`src/rtl/tgrp_pkg.sv`:
```
package tgrp_pkg;
    localparam int PS_BITS = 3;

    typedef enum logic [2:0] {
        MD_TIMER   = 3'd0,
        MD_COUNT   = 3'd1,
        MD_GATE_LO = 3'd2,
        MD_GATE_HI = 3'd3,
        MD_RELOAD  = 3'd4,
        MD_CAPTURE = 3'd5,
        MD_RSV6    = 3'd6,
        MD_RSV7    = 3'd7
    } mode_e;

    typedef struct packed {
        logic [6:0]         rsvd;
        logic               ext_dir;
        logic               down;
        logic               run;
        mode_e              mode;
        logic [PS_BITS-1:0] sel;
    } ctl_t;

    function automatic logic pick_edge(input logic [1:0] s, input logic r, input logic f);
        return (s[0] & r) | (s[1] & f);
    endfunction
endpackage

```
`src/rtl/tgrp_prescale.sv`:
```
module tgrp_prescale #(
    parameter int BASE_SH = 3,
    parameter int NTICK   = 8
) (
    input  logic             clk,
    input  logic             rst_n,
    output logic [NTICK-1:0] tick_v
);
    localparam int PRE_W = BASE_SH + NTICK - 1;

    logic [PRE_W-1:0] pre;

    always_ff @(posedge clk or negedge rst_n) begin
        if (!rst_n) pre <= '0;
        else        pre <= pre + 1'b1;
    end

    for (genvar g = 0; g < NTICK; g++) begin : g_tick
        assign tick_v[g] = &pre[BASE_SH+g-1:0];
    end
endmodule

```
`src/rtl/tgrp_edge.sv`:
```
module tgrp_edge (
    input  logic clk,
    input  logic rst_n,
    input  logic sig,
    output logic rise,
    output logic fall
);
    logic prev;

    always_ff @(posedge clk or negedge rst_n) begin
        if (!rst_n) prev <= 1'b0;
        else        prev <= sig;
    end

    assign rise = sig & ~prev;
    assign fall = ~sig & prev;
endmodule

```
`src/rtl/tgrp_core.sv`:
```
module tgrp_core
    import tgrp_pkg::*;
#(
    parameter int TW    = 16,
    parameter int NTICK = 8
) (
    input  logic             clk,
    input  logic             rst_n,
    input  ctl_t             ctl,
    input  logic [NTICK-1:0] tick_v,
    input  logic             pin_lvl,
    input  logic             pin_rise,
    input  logic             pin_fall,
    input  logic             ud_pin,
    input  logic             wr_cnt,
    input  logic [TW-1:0]    wr_data,
    input  logic             reload_req,
    input  logic [TW-1:0]    reload_val,
    output logic [TW-1:0]    cnt,
    output logic             wrap,
    output logic             tl,
    output logic             tl_rise_ev,
    output logic             tl_fall_ev
);
    logic          tick, step, adv, go_down;
    logic [TW-1:0] nxt;
    logic [6:0]    unused_rsvd;

    assign unused_rsvd = ctl.rsvd;
    assign tick    = tick_v[ctl.sel];
    assign go_down = ctl.down ^ (ctl.ext_dir & ud_pin);

    always_comb begin
        unique case (ctl.mode)
            MD_TIMER:   step = ctl.run & tick;
            MD_COUNT:   step = ctl.run & pick_edge(ctl.sel[1:0], pin_rise, pin_fall);
            MD_GATE_LO: step = ctl.run & tick & ~pin_lvl;
            MD_GATE_HI: step = ctl.run & tick & pin_lvl;
            default:    step = 1'b0;
        endcase
    end

    assign adv        = step & ~wr_cnt;
    assign nxt        = go_down ? cnt - 1'b1 : cnt + 1'b1;
    assign wrap       = adv & (go_down ? (cnt == '0) : (&cnt));
    assign tl_rise_ev = wrap & ~tl;
    assign tl_fall_ev = wrap & tl;

    always_ff @(posedge clk or negedge rst_n) begin
        if (!rst_n) begin
            cnt <= '0;
            tl  <= 1'b0;
        end else begin
            if (wr_cnt)          cnt <= wr_data;
            else if (reload_req) cnt <= reload_val;
            else if (adv)        cnt <= nxt;
            tl <= tl ^ wrap;
        end
    end

    a_r2_write_wins: assert property (@(posedge clk) disable iff (!rst_n)
        wr_cnt |=> cnt == $past(wr_data));
    a_r8_latch_holds: assert property (@(posedge clk) disable iff (!rst_n)
        !wrap |=> $stable(tl));
    a_r8_latch_flips: assert property (@(posedge clk) disable iff (!rst_n)
        wrap |=> tl != $past(tl));
    a_r3_idle_holds: assert property (@(posedge clk) disable iff (!rst_n)
        (!ctl.run && !wr_cnt && !reload_req) |=> $stable(cnt));
endmodule

```
`src/rtl/tgrp_aux.sv`:
```
module tgrp_aux
    import tgrp_pkg::*;
#(
    parameter int TW    = 16,
    parameter int NTICK = 8
) (
    input  logic             clk,
    input  logic             rst_n,
    input  ctl_t             ctl,
    input  logic [NTICK-1:0] tick_v,
    input  logic             pin_lvl,
    input  logic             pin_rise,
    input  logic             pin_fall,
    input  logic             ud_pin,
    input  logic             tl_rise_ev,
    input  logic             tl_fall_ev,
    input  logic [TW-1:0]    core_cnt,
    input  logic             wr_cnt,
    input  logic [TW-1:0]    wr_data,
    output logic [TW-1:0]    cnt,
    output logic             wrap,
    output logic             reload_req
);
    logic          tick, trig, step, cap, adv, go_down;
    logic [TW-1:0] nxt;
    logic [6:0]    unused_rsvd;

    assign unused_rsvd = ctl.rsvd;
    assign tick    = tick_v[ctl.sel];
    assign go_down = ctl.down ^ (ctl.ext_dir & ud_pin);
    assign trig    = ctl.sel[2] ? pick_edge(ctl.sel[1:0], tl_rise_ev, tl_fall_ev)
                                : pick_edge(ctl.sel[1:0], pin_rise, pin_fall);

    always_comb begin
        step       = 1'b0;
        reload_req = 1'b0;
        cap        = 1'b0;
        unique case (ctl.mode)
            MD_TIMER:   step = ctl.run & tick;
            MD_COUNT:   step = ctl.run & trig;
            MD_GATE_LO: step = ctl.run & tick & ~pin_lvl;
            MD_GATE_HI: step = ctl.run & tick & pin_lvl;
            MD_RELOAD:  reload_req = trig;
            MD_CAPTURE: cap = trig;
            default:    step = 1'b0;
        endcase
    end

    assign adv  = step & ~wr_cnt;
    assign nxt  = go_down ? cnt - 1'b1 : cnt + 1'b1;
    assign wrap = adv & (go_down ? (cnt == '0) : (&cnt));

    always_ff @(posedge clk or negedge rst_n) begin
        if (!rst_n)          cnt <= '0;
        else if (wr_cnt)     cnt <= wr_data;
        else if (cap)        cnt <= core_cnt;
        else if (adv)        cnt <= nxt;
    end

    a_r9_capture_takes: assert property (@(posedge clk) disable iff (!rst_n)
        (ctl.mode == MD_CAPTURE && trig && !wr_cnt) |=> cnt == $past(core_cnt));
    a_r10_reload_holds: assert property (@(posedge clk) disable iff (!rst_n)
        (ctl.mode == MD_RELOAD && !wr_cnt) |=> $stable(cnt));
endmodule

```
`src/rtl/timer_trio.sv`:
```
module timer_trio
    import tgrp_pkg::*;
#(
    parameter int TW      = 16,
    parameter int BASE_SH = 3
) (
    input  logic          clk,
    input  logic          rst_n,
    input  logic [2:0]    tin,
    input  logic [2:0]    tud,
    input  logic          wr_en,
    input  logic [2:0]    wr_addr,
    input  logic [TW-1:0] wr_data,
    input  logic [2:0]    rd_addr,
    output logic [TW-1:0] rd_data,
    output logic          tl_out,
    output logic [2:0]    irq
);
    localparam int NTICK = 1 << PS_BITS;
    localparam int NTMR  = 3;

    logic [NTICK-1:0] tick_v;
    logic [NTMR-1:0]  rise_v, fall_v, wr_cnt, wr_ctl, wrap_v, rq_v;
    logic [TW-1:0]    cnt [NTMR];
    ctl_t             ctl_q [NTMR];
    logic [NTMR-1:0]  flags_q;
    logic             wr_flg, tl, tl_rise_ev, tl_fall_ev, core_rq;
    logic [TW-1:0]    core_rv;

    tgrp_prescale #(.BASE_SH(BASE_SH), .NTICK(NTICK)) u_pre (
        .clk(clk), .rst_n(rst_n), .tick_v(tick_v));

    for (genvar i = 0; i < NTMR; i++) begin : g_tmr
        tgrp_edge u_edge (.clk(clk), .rst_n(rst_n), .sig(tin[i]),
                          .rise(rise_v[i]), .fall(fall_v[i]));
        assign wr_cnt[i] = wr_en && (wr_addr == 3'(i));
        assign wr_ctl[i] = wr_en && (wr_addr == 3'(NTMR + i));
        always_ff @(posedge clk or negedge rst_n) begin
            if (!rst_n)         ctl_q[i] <= '0;
            else if (wr_ctl[i]) ctl_q[i] <= ctl_t'(wr_data[15:0]);
        end
    end

    assign wr_flg = wr_en && (wr_addr == 3'd6);

    // auxiliary A has priority over B when both request a reload
    assign core_rq = rq_v[1] | rq_v[2];
    assign core_rv = rq_v[1] ? cnt[1] : cnt[2];
    assign rq_v[0] = 1'b0;

    tgrp_core #(.TW(TW), .NTICK(NTICK)) u_core (
        .clk(clk), .rst_n(rst_n), .ctl(ctl_q[0]), .tick_v(tick_v),
        .pin_lvl(tin[0]), .pin_rise(rise_v[0]), .pin_fall(fall_v[0]), .ud_pin(tud[0]),
        .wr_cnt(wr_cnt[0]), .wr_data(wr_data), .reload_req(core_rq), .reload_val(core_rv),
        .cnt(cnt[0]), .wrap(wrap_v[0]), .tl(tl), .tl_rise_ev(tl_rise_ev), .tl_fall_ev(tl_fall_ev));

    for (genvar j = 1; j < NTMR; j++) begin : g_aux
        tgrp_aux #(.TW(TW), .NTICK(NTICK)) u_aux (
            .clk(clk), .rst_n(rst_n), .ctl(ctl_q[j]), .tick_v(tick_v),
            .pin_lvl(tin[j]), .pin_rise(rise_v[j]), .pin_fall(fall_v[j]), .ud_pin(tud[j]),
            .tl_rise_ev(tl_rise_ev), .tl_fall_ev(tl_fall_ev), .core_cnt(cnt[0]),
            .wr_cnt(wr_cnt[j]), .wr_data(wr_data),
            .cnt(cnt[j]), .wrap(wrap_v[j]), .reload_req(rq_v[j]));
    end

    always_ff @(posedge clk or negedge rst_n) begin
        if (!rst_n) flags_q <= '0;
        else        flags_q <= (flags_q & ~(wr_flg ? wr_data[NTMR-1:0] : '0)) | wrap_v;
    end

    always_comb begin
        unique case (rd_addr)
            3'd0, 3'd1, 3'd2: rd_data = cnt[rd_addr];
            3'd3:    rd_data = TW'(ctl_q[0]);
            3'd4:    rd_data = TW'(ctl_q[1]);
            3'd5:    rd_data = TW'(ctl_q[2]);
            3'd6:    rd_data = {{(TW-NTMR-1){1'b0}}, tl, flags_q};
            default: rd_data = '0;
        endcase
    end

    assign tl_out = tl;
    assign irq    = flags_q;

    a_r7_flag_sticky: assert property (@(posedge clk) disable iff (!rst_n)
        (flags_q[0] && !(wr_flg && wr_data[0])) |=> flags_q[0]);
    a_r7_flag_sets: assert property (@(posedge clk) disable iff (!rst_n)
        wrap_v[0] |=> flags_q[0]);
endmodule

```
`config.mk`:
```
export PLATFORM = sky130hd
export DESIGN_NAME = timer_trio
export DESIGN_NICKNAME = d
export VERILOG_FILES = /design/src/rtl/tgrp_pkg.sv /design/src/rtl/tgrp_prescale.sv /design/src/rtl/tgrp_edge.sv /design/src/rtl/tgrp_core.sv /design/src/rtl/tgrp_aux.sv /design/src/rtl/timer_trio.sv
export SDC_FILE = /design/constraint.sdc
export NUM_CORES = 1
export LEC_CHECK = 0
export ABC_AREA = 0
export BUFFER_PORTS_ARGS = -buffer_cell sky130_fd_sc_hd__buf_2
export CAP_MARGIN = 20
export CORE_MARGIN = 3
export CORE_UTILIZATION = 45
export CTS_BUF_LIST = sky130_fd_sc_hd__clkbuf_4 sky130_fd_sc_hd__clkbuf_8
export DETAILED_ROUTE_END_ITERATION = 12
export GPL_ROUTABILITY_DRIVEN = 0
export PLACE_DENSITY_LB_ADDON = 0.05
export SLEW_MARGIN = 30
export SYNTH_ARGS = -nofsm -noshare
export SYNTH_HDL_FRONTEND = slang
export SYNTH_HIERARCHICAL = 1
export SYNTH_SLANG_ARGS = --single-unit
export TNS_END_PERCENT = 30
```
`constraint.sdc`:
```
create_clock -name clk -period 14.2 [get_ports clk]
set_input_delay 1.42 -clock clk [delete_from_list [all_inputs] [get_ports clk]]
set_output_delay 1.42 -clock clk [all_outputs]
set_load 0.02 [all_outputs]
```
# Word level (Yosys, flattened, before mapping)
# Index checks and enable logic that the tools add are counted.
totals:
  out_inout_bits: 20
  register_bits: 113
  elab_cells: 192
  memories: 0
  mem_bits_rw: 0
  rom_bits: 0
  latchBits: 0
classes:
  bitwise: 63
  reduce_logical: 30
  n_lt_le_gt_ge: 4
  n_mux: 36
  mul: 0
  shifts: 0
  div_mod_pow: 0
  eq_ne: 25
  add_sub_neg: 7
ops:
  columns: ["op", "n"]
  rows:
  - ["$mux W16", 15]
  - ["$pmux W16 S5", 1]
  - ["$add A16 B1 Y16 const B", 3]
  - ["$logic_not A16 Y1", 3]
  - ["$reduce_and A16 Y1", 3]
  - ["$sub A16 B1 Y16 const B", 3]
  - ["$and A1 B1 Y1", 39]
  - ["$bmux W16 S2", 1]
  - ["$eq A3 B2 Y1 const B", 10]
  - ["$eq A3 B3 Y1 const B", 10]
  - ["$eq A3 B1 Y1 const B", 5]
  - ["$logic_not A3 Y1", 5]
  - ["$lt A3 B4 Y1 const B", 3]
  - ["$mux W1", 12]
  - ["$pmux W1 S4", 3]
  - ["$add A10 B1 Y10 const B", 1]
  - ["$not A1 Y1", 10]
  - ["$reduce_and A10 Y1", 1]
  - ["$bmux W1 S3", 3]
  - ["$reduce_and A9 Y1", 1]
  - ["$reduce_bool A3 Y1", 3]
  - ["$reduce_and A8 Y1", 1]
  - ["$logic_and A1 B1 Y1", 7]
  - ["$reduce_and A7 Y1", 1]
  - ["13 further kinds", 21]

# Logic depth before layout (Yosys ltp)
# Gate-level depths: netlist (run 1).
depth:
  word_depth: 18
  depth_mapped: 22
  mapped_depth_nobuf: 19

# Modules after synthesis
# The synthesis (run 1) kept the hierarchy.
by_module_without_submodules:
  columns: ["mod", "cells_each", "n_inst", "area_per_inst_um2"]
  rows:
  - ["tgrp_aux", 251, 2, 2021.9]
  - ["timer_trio", 258, 1, 3075.4]
  - ["tgrp_core", 238, 1, 1928.1]
  - ["tgrp_prescale", 34, 1, 437.9]
  - ["tgrp_edge", 3, 3, 40.0]

# Worst setup path before layout (run 1)
# No wires, ideal clock.
synth_path:
  kind: "input to register"
  start: "in tud[0]"
  end: "reg u_core.cnt[14]"
  cell_stages: 18
  arrival_ns: 5.268
  path_slack_ns: 8.808
  setup_time_ns: 0.125
  required_ns: 14.075
  path_buffers: 3
  cell_sequence: "nand2_1 > xnor2_1 > inv_1 > nor2_1 > a21oi_1 > nor2_1 > ha_1 > a22oi_1 > a21oi_1 > nor4bb_1 > clkbuf_1 > buf_2 > or2_2 > clkbuf_1 > clkinv_1 > or3_1 > o21ai_0 > o41ai_1"
synth_between:
  elab_chain_len: 12
  elab_cells_between_ends: 23
  classes_between: "10 x mux; 12 x bitwise; 1 x reduce/logical"
synth_rtl:
  columns: ["element", "line_no", "rtl"]
  rows:
  - ["start: declaration", "timer_trio.sv:10", "input logic [2:0] tud,"]
  - ["$and A1 B1 Y1 *", "tgrp_core.sv:31", "assign go_down = ctl.down ^ (ctl.ext_dir & ud_pin);"]
  - ["$xor A1 B1 Y1 *", "tgrp_core.sv:31", null]
  - ["$mux W1 *", "tgrp_core.sv:45", "assign wrap = adv & (go_down ? (cnt == '0) : (&cnt));"]
  - ["$and A1 B1 Y1 *", "tgrp_core.sv:45", null]
  - ["via wrap_v[0]", "timer_trio.sv:23", "logic [NTMR-1:0] rise_v, fall_v, wr_cnt, wr_ctl, wrap_v, rq_v;"]
  - ["$and A1 B1 Y1 *", "tgrp_core.sv:46", "assign tl_rise_ev = wrap & ~tl;"]
  - ["via tl_rise_ev", "timer_trio.sv:27", "logic wr_flg, tl, tl_rise_ev, tl_fall_ev, core_rq;"]
  - ["$and A1 B1 Y1 *", "tgrp_pkg.sv:25", "return (s[0] & r) | (s[1] & f);"]
  - ["$or A1 B1 Y1 *", "tgrp_pkg.sv:25", null]
  - ["$mux W1 *", "tgrp_aux.sv:31", "assign trig = ctl.sel[2] ? pick_edge(ctl.sel[1:0], tl_rise_ev, tl_fall_ev)"]
  - ["$mux W1 *", "tgrp_aux.sv:38", "unique case (ctl.mode)"]
  - ["via rq_v[1]", "timer_trio.sv:23", null]
  - ["$or A1 B1 Y1 *", "timer_trio.sv:47", "assign core_rq = rq_v[1] | rq_v[2];"]
  - ["via core_rq", "timer_trio.sv:27", null]
  - ["$mux W16", "tgrp_core.sv:55", "else if (reload_req) cnt <= reload_val;"]
  - ["$mux W16", "tgrp_core.sv:54", "if (wr_cnt) cnt <= wr_data;"]
  - ["end signal: assignment", "tgrp_core.sv:54", null]
  - ["end signal: assignment", "tgrp_core.sv:55", null]
  - ["end signal: assignment", "tgrp_core.sv:56", "else if (adv) cnt <= nxt;"]
  - ["end: declaration", "tgrp_core.sv:19", "output logic [TW-1:0] cnt,"]
# The timed path passes the listed nets; every way through them passes the cells marked *. The select of a mux whose other input is x is not followed.
# A chain may end at the register's enable or synchronous reset.

# Final worst setup path (run 1)
layout_path:
  start: "reg u_pre.pre[0]"
  end: "reg u_core.cnt[15]"
layout_between:
  elab_chain_len: 16
  elab_cells_between_ends: 33
  classes_between: "10 x mux; 14 x bitwise; 9 x reduce/logical"
layout_rtl:
  columns: ["element", "line_no", "rtl"]
  rows:
  - ["start: declaration", "tgrp_prescale.sv:11", "logic [PRE_W-1:0] pre;"]
  - ["start signal: assignment", "tgrp_prescale.sv:15", "else pre <= pre + 1'b1;"]
  - ["$reduce_and A7 Y1 *", "tgrp_prescale.sv:19", "assign tick_v[g] = &pre[BASE_SH+g-1:0];"]
  - ["via tick_v[4]", "timer_trio.sv:22", "logic [NTICK-1:0] tick_v;"]
  - ["$bmux W1 S3 *", "tgrp_core.sv:30", "assign tick = tick_v[ctl.sel];"]
  - ["$mux W1 (implied by the code) *", "tgrp_core.sv:30", null]
  - ["$and A1 B1 Y1 *", "tgrp_core.sv:35, tgrp_core.sv:37, tgrp_core.sv:38", null]
  - ["$and A1 B1 Y1, on equally long branches", "tgrp_core.sv:38, tgrp_core.sv:37", null]
  - ["$pmux W1 S4 *", "tgrp_core.sv:34", "unique case (ctl.mode)"]
  - ["$and A1 B1 Y1 *", "tgrp_core.sv:43", "assign adv = step & ~wr_cnt;"]
  - ["[... 1 more ...]", null, null]
  - ["via wrap_v[0]", "timer_trio.sv:23", null]
  - ["[... 1 more ...]", null, null]
  - ["via tl_rise_ev", "timer_trio.sv:27", null]
  - ["[... 1 more ...]", null, null]
  - ["$or A1 B1 Y1 *", "tgrp_pkg.sv:25", null]
  - ["$mux W1 *", "tgrp_aux.sv:31", null]
  - ["$mux W1 *", "tgrp_aux.sv:38", null]
  - ["via rq_v[1]", "timer_trio.sv:23", null]
  - ["$or A1 B1 Y1 *", "timer_trio.sv:47", null]
  - ["via core_rq", "timer_trio.sv:27", null]
  - ["$mux W16", "tgrp_core.sv:55", null]
  - ["$mux W16", "tgrp_core.sv:54", null]
# Marked as above.

==> results of run 1 <==
==> report_power, final <==
group | leakage, nW | internal (mW) | switching, mW | total, mW
Clock | 0.200 | 0.148 | 0.174 | 0.322
Sequential | 1.34 | 0.417 | 0.244 | 0.661
Combinational | 2.93 | 0.568 | 0.736 | 1.30
==> logic make-up (layout without fill, tap and decap cells) <==
| group | Yosys count | count (layout) | synth area share |
|---|---|---|---|
| xor gates and xnor gates | 26 | 26 | 0.0253 |
| AOI/OAI and AO/OA | 316 | 316 | 0.239 |
| muxes | 111 | 111 | 0.135 |
| buffers and inverters | 79 | 114 | 0.0383 |
| and+or+nand+nor | 339 | 339 | 0.191 |
| adders and majority gates | 57 | 57 | 0.0766 |
| DFF | 113 | 113 | 0.294 |
==> stage by stage <==
step | utilization | area, µm² | cells | setup slack, ns
after detailed placement | 0.485 | 10000 | 1313 | 8.30
after floorplan | - | 9610 | 1041 | 8.81
after global routing | 0.505 | 10400 | 1346 | 8.72
final | 0.505 | 10400 | 1346 | 8.97
after global placement | 0.485 | 10000 | 1313 | 8.36
after CTS | 0.505 | 10400 | 1345 | 8.78
==> layout make-up <==
| cell class | count | share of cell area |
|---|---|---|
| multi-input cells | 849 | 0.619 |
| flip-flops and latches | 113 | 0.272 |
| well taps | 270 | 0.0324 |
| repair buffers | 58 | 0.0300 |
| clock buffers | 17 | 0.0225 |
| clock inverters | 15 | 0.0159 |
| inverters | 24 | 0.00865 |
==> worst paths after layout <==
check                                        from                                 end  slack, ns  cells past startpoint
max                        u_pre/pre[0]$_DFF_PN0_          u_core/cnt[15]$_DFFE_PN0P_       8.97                     18
min                        u_pre/pre[9]$_DFF_PN0_              u_pre/pre[9]$_DFF_PN0_       0.46                      1
max reg2reg                u_pre/pre[0]$_DFF_PN0_          u_core/cnt[15]$_DFFE_PN0P_       8.97                     18
min reg2reg                u_pre/pre[9]$_DFF_PN0_              u_pre/pre[9]$_DFF_PN0_       0.46                      1
max in group asynchronous                   rst_n  g_aux[2].u_aux/cnt[15]$_DFFE_PN0P_      11.91                      2
min in group asynchronous                   rst_n              u_pre/pre[1]$_DFF_PN0_       1.07                      1
==> sequential cells by signal, indices dropped and copies added, names as in the netlist <==
name,flops
irq,3
u_pre/pre,10
ctl_q,48
g_aux.u_aux/cnt,32
g_tmr.u_edge/prev,3
u_core/tl,1
u_core/cnt,16
==> critical path, delay by kind of cell (launching register included) <==
family	cells	cell delay [ns]
AND/OR/NAND/NOR	9	2.29
flip-flops	1	0.42
AO/OA/AOI/OAI	4	0.83
multiplexers	2	0.80
adder cells (fa/ha/maj)	3	0.75
==> cell usage in the layout, fill, tap and decap left out, types with 10 or more instances in the layout <==
master	n
sky130_fd_sc_hd__dfrtp_1	113
sky130_fd_sc_hd__inv_1	22
sky130_fd_sc_hd__a21oi_1	57
sky130_fd_sc_hd__nor3_1	18
sky130_fd_sc_hd__o21a_1	28
sky130_fd_sc_hd__nand3_1	18
sky130_fd_sc_hd__nand2b_1	14
sky130_fd_sc_hd__nor4_1	19
sky130_fd_sc_hd__o221ai_1	14
sky130_fd_sc_hd__clkbuf_8	17
sky130_fd_sc_hd__mux2i_1	34
sky130_fd_sc_hd__o21ai_0	27
sky130_fd_sc_hd__nor2_1	59
sky130_fd_sc_hd__buf_2	49
sky130_fd_sc_hd__xnor2_1	15
sky130_fd_sc_hd__nand2_1	96
sky130_fd_sc_hd__a31oi_1	19
sky130_fd_sc_hd__a21o_1	26
sky130_fd_sc_hd__nand4_1	23
sky130_fd_sc_hd__a211oi_1	18
sky130_fd_sc_hd__mux2_2	71
sky130_fd_sc_hd__nor2b_1	11
sky130_fd_sc_hd__nand3b_1	18
sky130_fd_sc_hd__ha_1	54
sky130_fd_sc_hd__o211ai_1	15
sky130_fd_sc_hd__o31ai_1	19
sky130_fd_sc_hd__a22oi_1	10
==> per-layer routing <==
layer / wire length [µm] / global-route usage / vias to the layer above / part of all wire
met3: 2540 / 0.0552 / 46 / 0.077
met5: 0 / 0 / - / 0
li1: - / - / 4059 / -
met2: 14700 / 0.422 / 386 / 0.45
met1: 15000 / 0.405 / 4322 / 0.46
met4: 590 / 0.0698 / 0 / 0.018
==> run metrics, run 1 <==
fraction of final layout cells with drive strength greater than 1=0.180; area of the mapped netlist=0.00961 mm²; number of standard cells after synthesis=~1000; cell types with the largest area share after synthesis=sky130_fd_sc_hd__dfrtp_1 (29%), sky130_fd_sc_hd__mux2_2 (8.3%), sky130_fd_sc_hd__ha_1 (7.0%); sum of routed wire length over all layers=approximately 33 mm; first-pass iteration count of the detailed router=8; cell at the root of the clock tree=sky130_fd_sc_hd__clkbuf_8; Die X-Extent=~150 µm; layout overhead on the synthesized area=8.41%; DRC=0; Cell Rows=52; Core Area=between 0.02 and 0.025 mm²; clock transition time at the flip-flop clock pins of the worst setup and hold paths=0.09 ns; clock latency on the worst-skew pair=0.45 ns; starting utilization of the core area=0.466; count of distinct cell types in the synthesized netlist=82; type of the worst min-delay path=flop to flop; unrepaired setup endpoints after global routing=false; worst slew margin relative to its limit=0.329; Via density=6.55; arrival time worst endpoint=5.55 ns; Synth Register Bits=113; critical path start-end classification=flop to flop; count of max-cap constraint violations=0; HPWL after detailed placement=23.8 mm; count of cells resized by post-cts repair=0; Total Die Area=0.0231 mm²; ys async rst share=1.00; fill cell count=1964; Slew Limit Fails=0; total global routing track utilization=0.277; net count of the mapped netlist=between 1000 and 1500; maximum number of pins on one net before global-route repair=66; cell with the largest stage delay on the worst path=sky130_fd_sc_hd__nor2_1; clock tree from TritonCTS=built; Fin. Hold Viols=0; peak clock frequency supported by timing=0.191 GHz; critical path endpoint category=flop; Leakage=4.48 nW; Top FF cell, synth=sky130_fd_sc_hd__dfrtp_1; vias after detailed routing=8813; height of the die=152 µm; post-route ant nets=0; smallest hold slack=0.463 ns; sequential area share after synthesis=0.294; run status=complete, no violations; maximum level of the CTS H-tree=4; Setup crit start kind=flop; final count of negative-setup-slack endpoints=0; Ys Warns=6; post-synth top area share=0.294; cell with the most instances after synthesis=sky130_fd_sc_hd__dfrtp_1; PD cells=about 220 mW/mm²; CTS hold repair buffers=0; number of global-route vias before repair=about 8200; critical path, cell by cell=ha_1, nand3_2, nor2_1, and2_1, ha_1, mux4_1, mux2_2, o211ai_4, nor2_1, ha_1, a22oi_1, a21oi_1, nor4bb_4, or2_2, nor2_1, nand2_2, nand3_1, o221ai_1; maximum VDD drop=0.0000912 V; final setup TNS=0 ns; Required @ worst endpoint=14.52 ns; Storage cell area=0.00283 mm²; final net count=approximately 1200; number of clock sinks=113; Post-CTS Setup Repair Bufs=0; largest area contributor in the synthesized netlist=sky130_fd_sc_hd__dfrtp_1; # port buffers=50; routed len/inst=24.4 µm; final critical delay including setup and external delays=5.23 ns; wire length of the first global-routing pass=50.3 mm; number of DRC markers after the initial detailed-route iteration=882; deepest clock path buffer count=2; antenna violations before repair=0; crit-path max FO=19; number of top-level pins=51; antenna diode count=0; final global-route overflow total=0; synthesized area per cell=about 9 µm²; most used standard cells in the synthesized netlist=sky130_fd_sc_hd__dfrtp_1 (113), sky130_fd_sc_hd__nand2_1 (96), sky130_fd_sc_hd__mux2_2 (71); Final Power=2.29 mW; Multi-input gate area=0.00645 mm²; clock tree skew after final layout=0.0114 ns; Num CTS Buffers=17; worst slew pin tran=around 1 ns; number of flops mapped to enable cells by yosys=0; maximum single-stage delay on the critical path=0.54 ns; final worst-path cycle share=0.368
(Power assumes the default switching activity.)
==> run 2: changes to the inputs <==
--- a/config.mk
+++ b/config.mk
@@ -5,7 +5,7 @@
 export SDC_FILE = /design/constraint.sdc
 export NUM_CORES = 1
 export LEC_CHECK = 0
-export ABC_AREA = 0
+export ABC_AREA = 1
 export BUFFER_PORTS_ARGS = -buffer_cell sky130_fd_sc_hd__buf_2
 export CAP_MARGIN = 20
 export CORE_MARGIN = 3
==> constraint.sdc (replaced) <==
create_clock -name clk -period 5.5 [get_ports clk]
set_input_delay 0.55 -clock clk [delete_from_list [all_inputs] [get_ports clk]]
set_output_delay 0.55 -clock clk [all_outputs]
set_load 0.02 [all_outputs]
==> run 2 against run 1 <==
  * Die area rose by 8.9%
  * Combinational power rose to 2.5 times the previous value
  * Critical endpoint is now u_core/cnt[4]$_DFFE_PN0P_
  * Sequential cell count did not move
  * Maximum frequency rose by 12%
==> run metrics, run 2 <==
post-route ant nets=0 (unchanged); end of the worst register-to-register path=u_core/cnt[4]$_DFFE_PN0P_; timing endpoint of the critical path=u_core/cnt[4]$_DFFE_PN0P_; number of DRC markers after the initial detailed-route iteration=1344 (+52%); commonest non-fill, non-tap cell in the layout=sky130_fd_sc_hd__nand2_1; number of top-level pins=51 (unchanged); net count of the mapped netlist=1784 (+58%); final worst-path cycle share=0.851 (+0.482); worst slew pin tran=0.790 ns (-0.212 ns); synthesized area per cell=6.19 µm² (-33%); clock tree from TritonCTS=built; DRC=0 (unchanged); maximum number of pins on one net before global-route repair=57 (-14%); ys async rst share=1.00 (unchanged); register bank with the most flops=ctl_q; antenna diode count=0 (unchanged); Clk network pwr share=0.145 (+0.004); cell types with the largest area share after synthesis=sky130_fd_sc_hd__dfrtp_1 (27%), sky130_fd_sc_hd__nand2_1 (22%), sky130_fd_sc_hd__nand3_1 (10%); Num CTS Buffers=17 (unchanged); peak clock frequency supported by timing=0.214 GHz (+12%); Top Registers=ctl_q (48), g_aux.u_aux/cnt (32), u_core/cnt (16); Post-CTS Setup Repair Bufs=0 (unchanged); # port buffers=50 (unchanged); cell with the most instances after synthesis=sky130_fd_sc_hd__nand2_1; crit-path max FO=19 (unchanged); FF-to-FF Start=u_pre/pre[0]$_DFF_PN0_; count of distinct cell types in the synthesized netlist=45 (-45%); layout overhead on the synthesized area=8.22%; Ys Warns=6 (unchanged); Crit. path cell count=25 (+7); count of max-cap constraint violations=0 (unchanged); final net count=1810 (+57%); Sequential Power Share=0.284 (-0.005); number of clock sinks=113 (unchanged); sequential area share after synthesis=0.269 (-0.0250); clock latency on the worst-skew pair=0.46 ns (about the same); run status=complete, no violations; maximum single-stage delay on the critical path=0.50 ns (-0.04 ns); wire length of the first global-routing pass=58.3 mm (+16%); critical path endpoint category=flop; max reg flops=48 (unchanged); Die X-Extent=159 µm (+4.4%); startpoint of the most critical setup path=u_pre/pre[0]$_DFF_PN0_; flop-to-flop setup slack=0.82 ns (-8.15 ns); Required @ worst endpoint=5.85 ns (-8.67 ns); number of global-route vias before repair=10266 (+24%); Psw=3.13 mW (+170%); HPWL after detailed placement=27.3 mm (+15%); Comb power frac=0.571 (about the same); number of standard cells after synthesis=1696 (+63%); final global-route overflow total=0 (unchanged); unrepaired setup endpoints after global routing=false; final setup TNS=0 ns (unchanged); cell with the largest stage delay on the worst path=sky130_fd_sc_hd__clkinv_1; arrival time worst endpoint=5.03 ns (-0.52 ns); family with the most delay on the worst path=simple AND/OR/NAND/NOR gates; PD cells=510 mW/mm² (+130%); cell at the root of the clock tree=sky130_fd_sc_hd__clkbuf_8; Cell Rows=55 (+5.8%); switching share of total power=0.539 (+0.0351); maximum VDD drop=0.000245 V (+170%); worst reg2reg path depth=25 (+7); worst slew margin relative to its limit=0.473 (+0.144); CTS hold repair buffers=1 (+1); first-pass iteration count of the detailed router=6 (-2); most used standard cells in the synthesized netlist=sky130_fd_sc_hd__nand2_1 (615), sky130_fd_sc_hd__inv_1 (222), sky130_fd_sc_hd__nand3_1 (220); Via density=5.52 (-16%); clock tree skew after final layout=0.0146 ns (+0.00315 ns); area of the mapped netlist=0.0105 mm² (+9.3%); antenna violations before repair=0 (unchanged); most frequent cells in the layout=sky130_fd_sc_hd__nand2_1 (615), sky130_fd_sc_hd__inv_1 (222), sky130_fd_sc_hd__nand3_1 (219); deepest clock path buffer count=2 (unchanged); critical path start-end classification=flop to flop; Worst Min Path Start=tin[0]; Core Area=0.0228 mm² (+10%); Critical path buffers and inverters=3 (+3); Top FF cell, synth=sky130_fd_sc_hd__dfrtp_1; number of flops mapped to enable cells by yosys=0 (unchanged); fill cell count=2376 (+21%); largest area contributor in the synthesized netlist=sky130_fd_sc_hd__dfrtp_1; Total Die Area=0.0252 mm² (+8.9%); Slew Limit Fails=0 (unchanged); final critical delay including setup and external delays=4.68 ns (-0.552 ns); count of cells resized by post-cts repair=0 (unchanged); Synth Register Bits=113 (unchanged); height of the die=159 µm (+4.4%); Leakage=6.33 nW (+41%); total global routing track utilization=0.292 (+0.0147); Fin. Hold Viols=0 (unchanged); setup slack after placement=0.852 ns (-7.45 ns); starting utilization of the core area=0.461 (-0.00481); Most common cell on crit path=sky130_fd_sc_hd__nand2_1; cell-internal power=2.67 mW (+140%); fraction of final layout cells with drive strength greater than 1=0.0922 (-0.0881); routed len/inst=18.3 µm (-25%); final count of negative-setup-slack endpoints=0 (unchanged); maximum level of the CTS H-tree=4 (unchanged); post-synth top area share=0.269 (-0.0250); clock transition time at the flip-flop clock pins of the worst setup and hold paths=0.09 ns (about the same); sum of routed wire length over all layers=37.5 mm (+14%); Setup crit start kind=flop; vias after detailed routing=11308 (+28%); final critical-path setup slack=0.820 ns (-8.15 ns); type of the worst min-delay path=primary input to flop
==> run 2: changes by cell type after synthesis, moves of 36 or more <==
cell / delta
sky130_fd_sc_hd__inv_1: +200
sky130_fd_sc_hd__nand3_1: +202
sky130_fd_sc_hd__o21ai_0: +38
sky130_fd_sc_hd__nor2_1: +36
sky130_fd_sc_hd__mux2_2: -71
sky130_fd_sc_hd__nand2_1: +519
==> run 2: metrics by stage <==
stage / instance area, µm² / std cells / hold slack [ns] / utilization / total power [mW]
global route: 11400 / 2048 / 0.222 / 0.499 / 6.30
global placement: 10900 / 2014 / 0.386 / 0.480 / 4.82
detailed placement: 10900 / 2015 / 0.387 / 0.481 / 4.85
CTS: 11400 / 2048 / 0.221 / 0.499 / 5.72
finish: 11400 / 2048 / 0.250 / 0.499 / 5.80
floorplan: 10500 / 1696 / 0.254 / - / 3.84
==> run 2: kinds of logic after synthesis <==
| kind of cell | synth area share |
|---|---|
| xor gates and xnor gates | 0.0100 |
| and+or+nand+nor | 0.448 |
| AOI/OAI and AO/OA | 0.0889 |
| DFF | 0.269 |
| buffers and inverters | 0.114 |
| adders and majority gates | 0.0701 |
==> run 2: cell type report <==
| cell class | instances | area [µm²] | share of cell area |
|---|---|---|---|
| clock inverter | 15 | 171 | 0.0151 |
| sequential | 113 | 2830 | 0.249 |
| clock buffer | 17 | 234 | 0.0206 |
| inverter | 227 | 857 | 0.0754 |
| timing repair buffer | 65 | 375 | 0.0330 |
| tap | 313 | 392 | 0.0345 |
| multi-input combinational | 1298 | 6500 | 0.573 |
==> run 2: power groups by stage <==
stage / Sequential [mW] / Clock (mW) / Combinational [mW]
2_1_floorplan: 1.36 / 0 / 2.48
3_3_place_gp: 1.63 / 0 / 3.20
3_5_place_dp: 1.62 / 0 / 3.23
4_1_cts: 1.61 / 0.857 / 3.25
5_1_grt: 1.65 / 0.888 / 3.77
6_report: 1.64 / 0.840 / 3.31
==> run 2: worst min path at each step <==
stage	endpoint	slack, ns	cells after the start
floorplan	ctl_q[0]$_DFFE_PN0P_	0.25	0
global placement	g_aux[2].u_aux/cnt[8]$_DFFE_PN0P_	0.39	1
detailed placement	g_aux[2].u_aux/cnt[8]$_DFFE_PN0P_	0.39	1
CTS	g_tmr[0].u_edge/prev$_DFF_PN0_	0.22	1
global route	g_tmr[0].u_edge/prev$_DFF_PN0_	0.22	1
finish	g_tmr[0].u_edge/prev$_DFF_PN0_	0.25	1
==> run 2: per-layer routing <==
layer | wire length (µm) | GRT usage | up-vias
met5 | 0 | 0 | -
met4 | 1410 | 0.116 | 0
met3 | 3190 | 0.0532 | 86
met2 | 15800 | 0.431 | 515
met1 | 17100 | 0.421 | 5181
li1 | - | - | 5526
